==> config.mk <==
export PLATFORM = sky130hd
export DESIGN_NAME = rbus_monitor
export DESIGN_NICKNAME = d
export VERILOG_FILES = /design/src/rtl/rbmon_pkg.sv /design/src/rtl/rbmon_watch.sv /design/src/rtl/rbmon_timeout.sv /design/src/rtl/rbmon_tally.sv /design/src/rtl/rbus_monitor.sv
export SDC_FILE = /design/constraint.sdc
export NUM_CORES = 1
export LEC_CHECK = 0
export BUFFER_PORTS_ARGS = -buffer_cell sky130_fd_sc_hd__buf_2
export CORE_MARGIN = 2
export CORE_UTILIZATION = 50
export DETAILED_ROUTE_END_ITERATION = 10
export HOLD_SLACK_MARGIN = 0.15
export PLACE_DENSITY = 0.76
export SLEW_MARGIN = 20
export SYNTH_ARGS = -nofsm -noshare
export SYNTH_HDL_FRONTEND = slang
export SYNTH_HIERARCHICAL = 1
export SYNTH_SLANG_ARGS = --single-unit
==> constraint.sdc <==
create_clock -name clk -period 2.5 [get_ports clk]
set_clock_uncertainty 0.05 [all_clocks]
set_input_delay 0.125 -clock clk [delete_from_list [all_inputs] [get_ports clk]]
set_output_delay 0.125 -clock clk [all_outputs]
set_load 0.005 [all_outputs]
==> src/rtl/rbmon_pkg.sv <==
package rbmon_pkg;

    localparam int CODE_W = 6;

    // Bit order is fixed: bit 0 is we_chg, bit 5 is aborted.
    typedef struct packed {
        logic aborted;
        logic rdy_drop;
        logic rdata_chg;
        logic wdata_chg;
        logic addr_chg;
        logic we_chg;
    } viol_t;

    typedef enum logic [1:0] {
        W_IDLE  = 2'd0,
        W_WAIT  = 2'd1,
        W_FIRED = 2'd2
    } wait_st_e;

    function automatic logic any_viol(input viol_t v);
        return |v;
    endfunction

endpackage

==> src/rtl/rbmon_watch.sv <==
module rbmon_watch
    import rbmon_pkg::*;
#(
    parameter int AW = 32,
    parameter int DW = 32
) (
    input  logic          clk,
    input  logic          rst,
    input  logic          stb,
    input  logic          we,
    input  logic [AW-1:0] addr,
    input  logic [DW-1:0] wdata,
    input  logic [DW-1:0] rdata,
    input  logic          rdy,
    output viol_t         viol,
    output logic [AW-1:0] cyc_addr,
    output logic          waiting
);

    logic          p_stb, p_we, p_rdy, done_q;
    logic [AW-1:0] p_addr, start_addr_q;
    logic [DW-1:0] p_wdata, p_rdata;
    logic          open_win, held_stb;

    always_ff @(posedge clk) begin
        if (rst) begin
            p_stb        <= 1'b0;
            p_we         <= 1'b0;
            p_rdy        <= 1'b0;
            p_addr       <= '0;
            p_wdata      <= '0;
            p_rdata      <= '0;
            done_q       <= 1'b0;
            start_addr_q <= '0;
        end else begin
            p_stb   <= stb;
            p_we    <= we;
            p_rdy   <= rdy;
            p_addr  <= addr;
            p_wdata <= wdata;
            p_rdata <= rdata;
            // ready seen at some clock of the current strobe
            done_q  <= stb && (done_q || rdy);
            if (stb && !p_stb) begin
                start_addr_q <= addr;
            end
        end
    end

    assign held_stb = stb && p_stb;
    assign open_win = held_stb && !done_q;

    always_comb begin
        viol           = '0;
        viol.we_chg    = open_win && (we != p_we);
        viol.addr_chg  = open_win && (addr != p_addr);
        viol.wdata_chg = open_win && (wdata != p_wdata);
        viol.rdata_chg = held_stb && rdy && p_rdy && (rdata != p_rdata);
        viol.rdy_drop  = held_stb && p_rdy && !rdy;
        viol.aborted   = p_stb && !stb && !done_q;
    end

    assign cyc_addr = start_addr_q;
    assign waiting  = stb && !done_q && !rdy;

endmodule

==> src/rtl/rbmon_timeout.sv <==
module rbmon_timeout
    import rbmon_pkg::*;
#(
    parameter int TMO_CYCLES = 1024
) (
    input  logic clk,
    input  logic rst,
    input  logic waiting,
    output logic fire
);

    localparam int CW = $clog2(TMO_CYCLES + 1);
    localparam logic [CW-1:0] LAST = CW'(TMO_CYCLES - 1);

    wait_st_e      st_q;
    logic [CW-1:0] cnt_q;

    assign fire = waiting && (st_q != W_FIRED) && (cnt_q == LAST);

    always_ff @(posedge clk) begin
        if (rst) begin
            st_q  <= W_IDLE;
            cnt_q <= '0;
        end else if (!waiting) begin
            st_q  <= W_IDLE;
            cnt_q <= '0;
        end else if (fire) begin
            st_q  <= W_FIRED;
        end else if (st_q != W_FIRED) begin
            st_q  <= W_WAIT;
            cnt_q <= cnt_q + CW'(1);
        end
    end

endmodule

==> src/rtl/rbmon_tally.sv <==
module rbmon_tally #(
    parameter int CNT_W = 32,
    parameter int TMR_W = 32
) (
    input  logic             clk,
    input  logic             rst,
    input  logic             tick,
    input  logic             event_i,
    input  logic             clr,
    output logic             flag,
    output logic [CNT_W-1:0] count,
    output logic [TMR_W-1:0] secs
);

    localparam logic [CNT_W-1:0] CNT_MAX = '1;
    localparam logic [TMR_W-1:0] TMR_MAX = '1;

    always_ff @(posedge clk) begin
        if (rst) begin
            flag  <= 1'b0;
            count <= '0;
            secs  <= '0;
        end else begin
            if (event_i) begin
                flag <= 1'b1;
            end else if (clr) begin
                flag <= 1'b0;
            end

            if (clr) begin
                count <= event_i ? CNT_W'(1) : '0;
            end else if (event_i && count != CNT_MAX) begin
                count <= count + CNT_W'(1);
            end

            if (event_i) begin
                secs <= '0;
            end else if (tick && secs != TMR_MAX) begin
                secs <= secs + TMR_W'(1);
            end
        end
    end

endmodule

==> src/rtl/rbus_monitor.sv <==
module rbus_monitor
    import rbmon_pkg::*;
#(
    parameter int AW         = 32,
    parameter int DW         = 32,
    parameter int CNT_W      = 32,
    parameter int TMR_W      = 32,
    parameter int TMO_CYCLES = 1024
) (
    input  logic              clk,
    input  logic              rst,
    input  logic              tick_1s,
    input  logic              bus_stb,
    input  logic              bus_we,
    input  logic [AW-1:0]     bus_addr,
    input  logic [DW-1:0]     bus_wdata,
    input  logic [DW-1:0]     bus_rdata,
    input  logic              bus_rdy,
    input  logic              clr_err,
    input  logic              clr_tmo,
    output logic              err_flag,
    output logic [CODE_W-1:0] err_code,
    output logic [AW-1:0]     err_addr,
    output logic [CNT_W-1:0]  err_count,
    output logic [TMR_W-1:0]  err_secs,
    output logic              tmo_flag,
    output logic [CNT_W-1:0]  tmo_count,
    output logic [TMR_W-1:0]  tmo_secs
);

    localparam int NUM_PATHS = 2;

    viol_t         viol;
    logic [AW-1:0] cyc_addr;
    logic          waiting, tmo_fire, viol_any;

    viol_t         code_q;
    logic [AW-1:0] addr_q;

    logic [NUM_PATHS-1:0] path_ev, path_clr, path_flag;
    logic [CNT_W-1:0]     path_cnt [NUM_PATHS];
    logic [TMR_W-1:0]     path_sec [NUM_PATHS];

    rbmon_watch #(.AW(AW), .DW(DW)) u_watch (
        .clk      (clk),
        .rst      (rst),
        .stb      (bus_stb),
        .we       (bus_we),
        .addr     (bus_addr),
        .wdata    (bus_wdata),
        .rdata    (bus_rdata),
        .rdy      (bus_rdy),
        .viol     (viol),
        .cyc_addr (cyc_addr),
        .waiting  (waiting)
    );

    rbmon_timeout #(.TMO_CYCLES(TMO_CYCLES)) u_tmo (
        .clk     (clk),
        .rst     (rst),
        .waiting (waiting),
        .fire    (tmo_fire)
    );

    assign viol_any = any_viol(viol);

    // first-violation capture, held until cleared
    always_ff @(posedge clk) begin
        if (rst) begin
            code_q <= '0;
            addr_q <= '0;
        end else if (viol_any && (!path_flag[0] || clr_err)) begin
            code_q <= viol;
            addr_q <= cyc_addr;
        end else if (clr_err) begin
            code_q <= '0;
            addr_q <= '0;
        end
    end

    assign path_ev  = {tmo_fire, viol_any};
    assign path_clr = {clr_tmo, clr_err};

    for (genvar g = 0; g < NUM_PATHS; g++) begin : g_path
        rbmon_tally #(.CNT_W(CNT_W), .TMR_W(TMR_W)) u_tally (
            .clk     (clk),
            .rst     (rst),
            .tick    (tick_1s),
            .event_i (path_ev[g]),
            .clr     (path_clr[g]),
            .flag    (path_flag[g]),
            .count   (path_cnt[g]),
            .secs    (path_sec[g])
        );
    end

    assign err_flag  = path_flag[0];
    assign err_code  = code_q;
    assign err_addr  = addr_q;
    assign err_count = path_cnt[0];
    assign err_secs  = path_sec[0];
    assign tmo_flag  = path_flag[1];
    assign tmo_count = path_cnt[1];
    assign tmo_secs  = path_sec[1];

endmodule

=== Word-level counts from Yosys, hierarchy flattened ===
Cells that the tools add are included.

* Register bits after elaboration: 313
* Output and inout bits: 168
* Word-level logic and storage cells: 99

* Add/sub/neg operators: 5
* Equal/unequal tests: 10
* Mux-type cells: 16
* Bitwise gates (word level): 2
* Reductions and logical operators: 42

{| class="wikitable"
|+ Operator list
! operator !! number
|-
| 32-bit 2-to-1 mux || 6
|-
| 32-bit by 1-bit adder with 32-bit output (second input constant) || 4
|-
| 32-bit inequality test (second input constant) || 4
|-
| 32-bit inequality test || 3
|-
| 1-bit logical AND || 23
|-
| 6-bit 2-to-1 mux || 2
|-
| 2-bit nonzero test || 6
|-
| 11-bit by 1-bit adder with 11-bit output (second input constant) || 1
|-
| 11-bit by 10-bit equality test with 1-bit output (second input constant) || 1
|-
| 7-bit OR reduction || 1
|-
| 1-bit 2-to-1 mux || 6
|-
| 6-bit OR reduction || 1
|-
| 1-bit zero test || 5
|-
| 2-bit 2-to-1 mux || 2
|-
| 2-bit OR reduction || 2
|-
| 3-bit OR reduction || 1
|-
| 1-bit logical OR || 2
|-
| 2-bit inequality test (second input constant) || 1
|-
| 1-bit NOT || 2
|-
| 2-bit AND reduction || 1
|-
| 1-bit inequality test || 1
|}

=== Longest topological paths before layout ===
* Depth after elaboration: 8
* Gate-level depth with buffers: 11

=== Hierarchy ===
Netlist, hierarchy kept.

{| class="wikitable"
|+ Modules (own cells, without submodules)
! module !! times used !! cells each !! area each (µm²) !! seq. area each (µm²)
|-
| rbmon_tally || 2 || 415 || 3,390.8 || 1,301.2
|-
| rbmon_watch || 1 || 488 || 4,976.0 || 2,642.5
|-
| rbus_monitor || 1 || 175 || 1,732.9 || 760.7
|-
| rbmon_timeout || 1 || 69 || 613.1 || 260.2
|}

=== Worst setup path after synthesis ===
Ideal clock, no wire load.

* Path kind: register to register
* Start: register u_watch.done_q
* End: register g_path[1].u_tally.count[25]
* Setup time: 0.116 ns
* Arrival: 2.228 ns
* Required time: 2.334 ns
* Setup slack: 0.105 ns
* Cell stages (with the launch flop): 8
* Buffers on the path: 0
* Path through: dfxtp_1 -> nor3b_1 -> or2b_1 -> nor3_1 -> nand4_1 -> a2111oi_4 -> a31oi_1 -> a41o_1

* Word-level cells in the longest chain between the ends: 7

{| class="wikitable"
|+ RTL lines
! element !! line !! RTL
|-
| start: declaration || rbmon_watch.sv:20 || <nowiki>logic p_stb, p_we, p_rdy, done_q;</nowiki>
|-
| start signal: assignment || rbmon_watch.sv:43 || <nowiki>done_q <= stb && (done_q || rdy);</nowiki>
|-
| 1-bit zero test || rbmon_watch.sv:64 || <nowiki>assign waiting = stb && !done_q && !rdy;</nowiki>
|-
| 1-bit logical AND (2 in series) || rbmon_watch.sv:64 ||
|-
| via waiting || rbus_monitor.sv:35 || <nowiki>logic waiting, tmo_fire, viol_any;</nowiki>
|-
| 1-bit logical AND (2 in series) || rbmon_timeout.sv:18 || <nowiki>assign fire = waiting && (st_q != W_FIRED) && (cnt_q == LAST);</nowiki>
|-
| via tmo_fire || rbus_monitor.sv:35 ||
|-
| 1-bit logical AND || rbmon_tally.sv:32 || <nowiki>end else if (event_i && count != CNT_MAX) begin</nowiki>
|-
| 2-bit nonzero test (no source line) || - ||
|-
| end signal: assignment || rbmon_tally.sv:31 || <nowiki>count <= event_i ? CNT_W'(1) : '0;</nowiki>
|-
| end signal: assignment || rbmon_tally.sv:33 || <nowiki>count <= count + CNT_W'(1);</nowiki>
|-
| end: declaration || rbmon_tally.sv:11 || <nowiki>output logic [CNT_W-1:0] count,</nowiki>
|}

The timed path passes the listed nets, and every way through them passes these cells.
A chain may end at the register's enable or synchronous reset.

==> flow_metrics.env <==
export IMPL_max_stage_delay_ns=0.34
export IMPL_cp_max_fo=8
export IMPL_pin_count=272
export IMPL_htree_levels=2
export IMPL_synth_xor_area_share_pct=7.20
export IMPL_synthAdderAreaFrac_pct=0.444
export IMPL_hpwl_mm=26.0
export IMPL_drive_gt1_share_pct=27.8
export IMPL_die_h_um=172
export IMPL_dp_slack_ns=-0.268
export IMPL_grt_use_total_pct=26.4
export IMPL_final_hold_violation_count=0
export IMPL_synth_area_leaders="dfxtp_1, xnor2_1, nor2b_1, a21oi_1, nand2_1"
export IMPL_drt_iter0_drc=1095
export IMPL_pwr_density_cell_mw_per_mm2=609
export IMPL_cts_buffers=36
export IMPL_max_freq_ghz=0.387
export IMPL_port_buffer_count=271
export IMPL_clockRootBuffer="clkbuf_16"
export IMPL_num_rows=61
export IMPL_relSlewSlack_pct=53.2
export IMPL_drt_total_wl_mm=41.8
export IMPL_coreArea_mm2=0.0278
export IMPL_grt_pass1_wl_mm=63.8
export IMPL_final_nets=2136
export IMPL_yosysSeqAreaShare_pct=44.4
export IMPL_p_sw_uw=2770
export IMPL_finalSetupViolCount=4
export IMPL_timing_final_crit_share_pct=103
export IMPL_drc=0
export IMPL_end_kind="flip-flop"
export IMPL_crit_chain="xnor2_2 > nand4_1 > nor4_2 > buf_4 > a21oi_4 > nor4_4 > nand2_2 > buf_6 > nand4_1 > a2111oi_4 > buf_6 > buf_6 > a31o_4"
export IMPL_synthesis_area_mm2=0.0141
export IMPL_grt_max_degree=104
export IMPL_gp_routability_congestion=0.857
export IMPL_clk_latency_ns=0.53
export IMPL_finalSetupTns_ns=-0.244
export IMPL_wl_per_cell_um=17.2
export IMPL_utilization_pct=68.8
export IMPL_vias_per_cell=5.63
export IMPL_synthDistinctLibCells=67
export IMPL_irDropWorstVdd_v=0.000574
export IMPL_layout_setup_ws_ns=-0.0815
export IMPL_dieWidth_um=172
export IMPL_cts_clk_slew_worst_paths_ns=0.06
export IMPL_synth_simple_area_share_pct=27.4
export IMPL_cts_max_path_buffers=3
export IMPL_synth_top_family_by_area="simple AND/OR/NAND/NOR gates"
export IMPL_synth_edf_count=0
export IMPL_synth_top_area_share_pct=44.4
export IMPL_r2r_slack_ns=-0.08
export IMPL_layout_common_cells="dfxtp_1, buf_2, nand2_1"
export IMPL_final_common_cell="dfxtp_1"
export IMPL_ys_warn_count=6
export IMPL_p_int_uw=8860
export IMPL_p_seq_share_pct=44.8
export IMPL_final_max_slew_viol_count=0
export IMPL_async_flop_share_pct=0
export IMPL_switching_share_pct=23.8
export IMPL_min_period_ns=2.58
export IMPL_vias=13700
export IMPL_synth_compound_area_share_pct=16.0
export IMPL_p_comb_share_pct=9.3
export IMPL_syn_inst=1562
export IMPL_synth_seq_cells=313
export IMPL_synth_mux_area_share_pct=0.284
export IMPL_status="finished, violations left"
export IMPL_antenna_found_initial=0
export IMPL_worst_pin_slew_ns=0.702
export IMPL_crit_path_top_delay_cell="dfxtp_2"
export IMPL_violations="setup timing"
export IMPL_ys_flop_type="dfxtp_1"
export IMPL_area_growth_pct=35.5
export IMPL_grt_overflow_total=0
export IMPL_critPathArrivalTime_ns=2.94
export IMPL_yosys_area_top_type="dfxtp_1"
export IMPL_rsz0062_at_grt="true"
export IMPL_ant_nets=0
export IMPL_die_area_mm2=0.0296
export IMPL_syn_avg_cell_area_um2=9.03
export IMPL_startpoint_type="flip-flop"
export IMPL_start_util_pct=50.8
export IMPL_drtPass1Iterations=5
export IMPL_critical_path_required_ns=2.86
export IMPL_worstHoldPathType="in2reg"
export IMPL_cts_tree="built"
export IMPL_clock_sinks=313
export IMPL_crit_type="reg2reg"
export IMPL_cpMostUsedCell="buf_6"
export IMPL_grt_pass1_vias=13000
export IMPL_power_share_clock_pct=45.9
export IMPL_syn_nets=1671
export IMPL_drv_cap=0
export IMPL_p_leak_uw=0.00735
-- synthesized netlist by cell type, drive strengths merged (3+ instances only) --
cell	number
a211oi	4
a21o	4
a21oi	136
a31o	6
a31oi	17
a41o	8
and2	7
and3	8
and4	27
buf	41
clkbuf	34
dfxtp	313
ha	5
inv	55
mux2i	4
nand2	137
nand2b	43
nand3	53
nand3b	7
nand4	74
nor2	65
nor2b	102
nor3	21
nor4	23
o21a	3
o21ai	72
o311ai	6
o31ai	19
o32ai	32
o41ai	3
or2	10
or3	64
or4	17
xnor2	113
xor2	3
-- final timing paths --
| kind | startpoint | end | depth (start not counted) |
|---|---|---|---|
| min reg2reg | u_tmo/cnt_q[10] | u_tmo/cnt_q[10] | 1 |
| max | u_watch/p_addr[11] | g_path[0].u_tally/count[27] | 13 |
| min | bus_rdata[9] | u_watch/p_rdata[9] | 3 |
| max reg2reg | u_watch/p_addr[11] | g_path[0].u_tally/count[27] | 13 |
-- flip-flops by register name (all words and copies together), names as in the netlist --
register / flops
u_watch/p_addr: 32
u_watch/p_stb: 1
u_watch/cyc_addr: 32
g_path.u_tally/count: 64
u_tmo/st_q: 2
u_watch/done_q: 1
u_watch/p_wdata: 32
g_path.u_tally/flag: 2
err_code: 6
err_addr: 32
u_watch/p_we: 1
u_tmo/cnt_q: 11
u_watch/p_rdy: 1
u_watch/p_rdata: 32
g_path.u_tally/secs: 64
-- power groups by stage --
stage / Sequential (µW) / Clock [µW] / Combinational, µW
floorplan: 5300 / 0 / 523
global placement: 5310 / 0 / 838
detailed placement: 5320 / 0 / 854
CTS: 5210 / 5390 / 1010
global route: 5220 / 5610 / 1160
finish: 5210 / 5340 / 1080
-- per-stage QoR --
step / power, µW / instance area [µm²] / cells / hold WS (ns)
4_1_cts: 11600 / 18700 / 2413 / 0.307
6_report: 11600 / 19100 / 2433 / 0.332
3_3_place_gp: 6150 / 16300 / 2230 / 0.312
2_1_floorplan: 5830 / 14100 / 1562 / 0.144
5_1_grt: 12000 / 19100 / 2432 / 0.331
3_5_place_dp: 6170 / 16300 / 2230 / 0.317
-- what timing repair did --
| action | CTS | global route |
|---|---|---|
| buffers inserted | 3 | 16 |
| resized for setup | 5 | 58 |
| endpoints found under the setup margin | 57 | 96 |
| hold endpoints to repair | 160 | 0 |
| hold buffers | 116 | 0 |
| gates cloned | 0 | 3 |
| pin swaps | 6 | 34 |
-- final cells by class --
type,count,area [µm²]
Antenna cell,1,2.50
Clock buffer,46,1010
Clock inverter,19,194
Fill cell,2057,8670
Inverter,55,210
Multi-Input combinational cell,1121,7470
Sequential cell,313,6270
Tap cell,378,473
Timing Repair Buffer,500,3480
-- cell families after synthesis --
group,Yosys count
flops,313
simple gates,668
buf+inv,130
compound gates,326
xor+xnor,116
fa+ha+maj,5
mux,4
-- layer usage --
layer | part of all wire, % | wire length, µm | up-vias | track usage (%)
met5 | 0 | 0 | - | 0
met3 | 7.1 | 2960 | 113 | 6.04
li1 | - | - | 6550 | -
met1 | 41 | 16900 | 6528 | 31.6
met2 | 48 | 20300 | 506 | 45.3
met4 | 3.9 | 1650 | 0 | 11.8
-- critical path, delay by kind of cell (launching register included) --
family	cells	cell delay, ns
simple gates	5	0.97
buf+inv	4	0.58
flops	1	0.34
compound gates	3	0.33
xor+xnor	1	0.19
(Power assumes the default switching activity.)
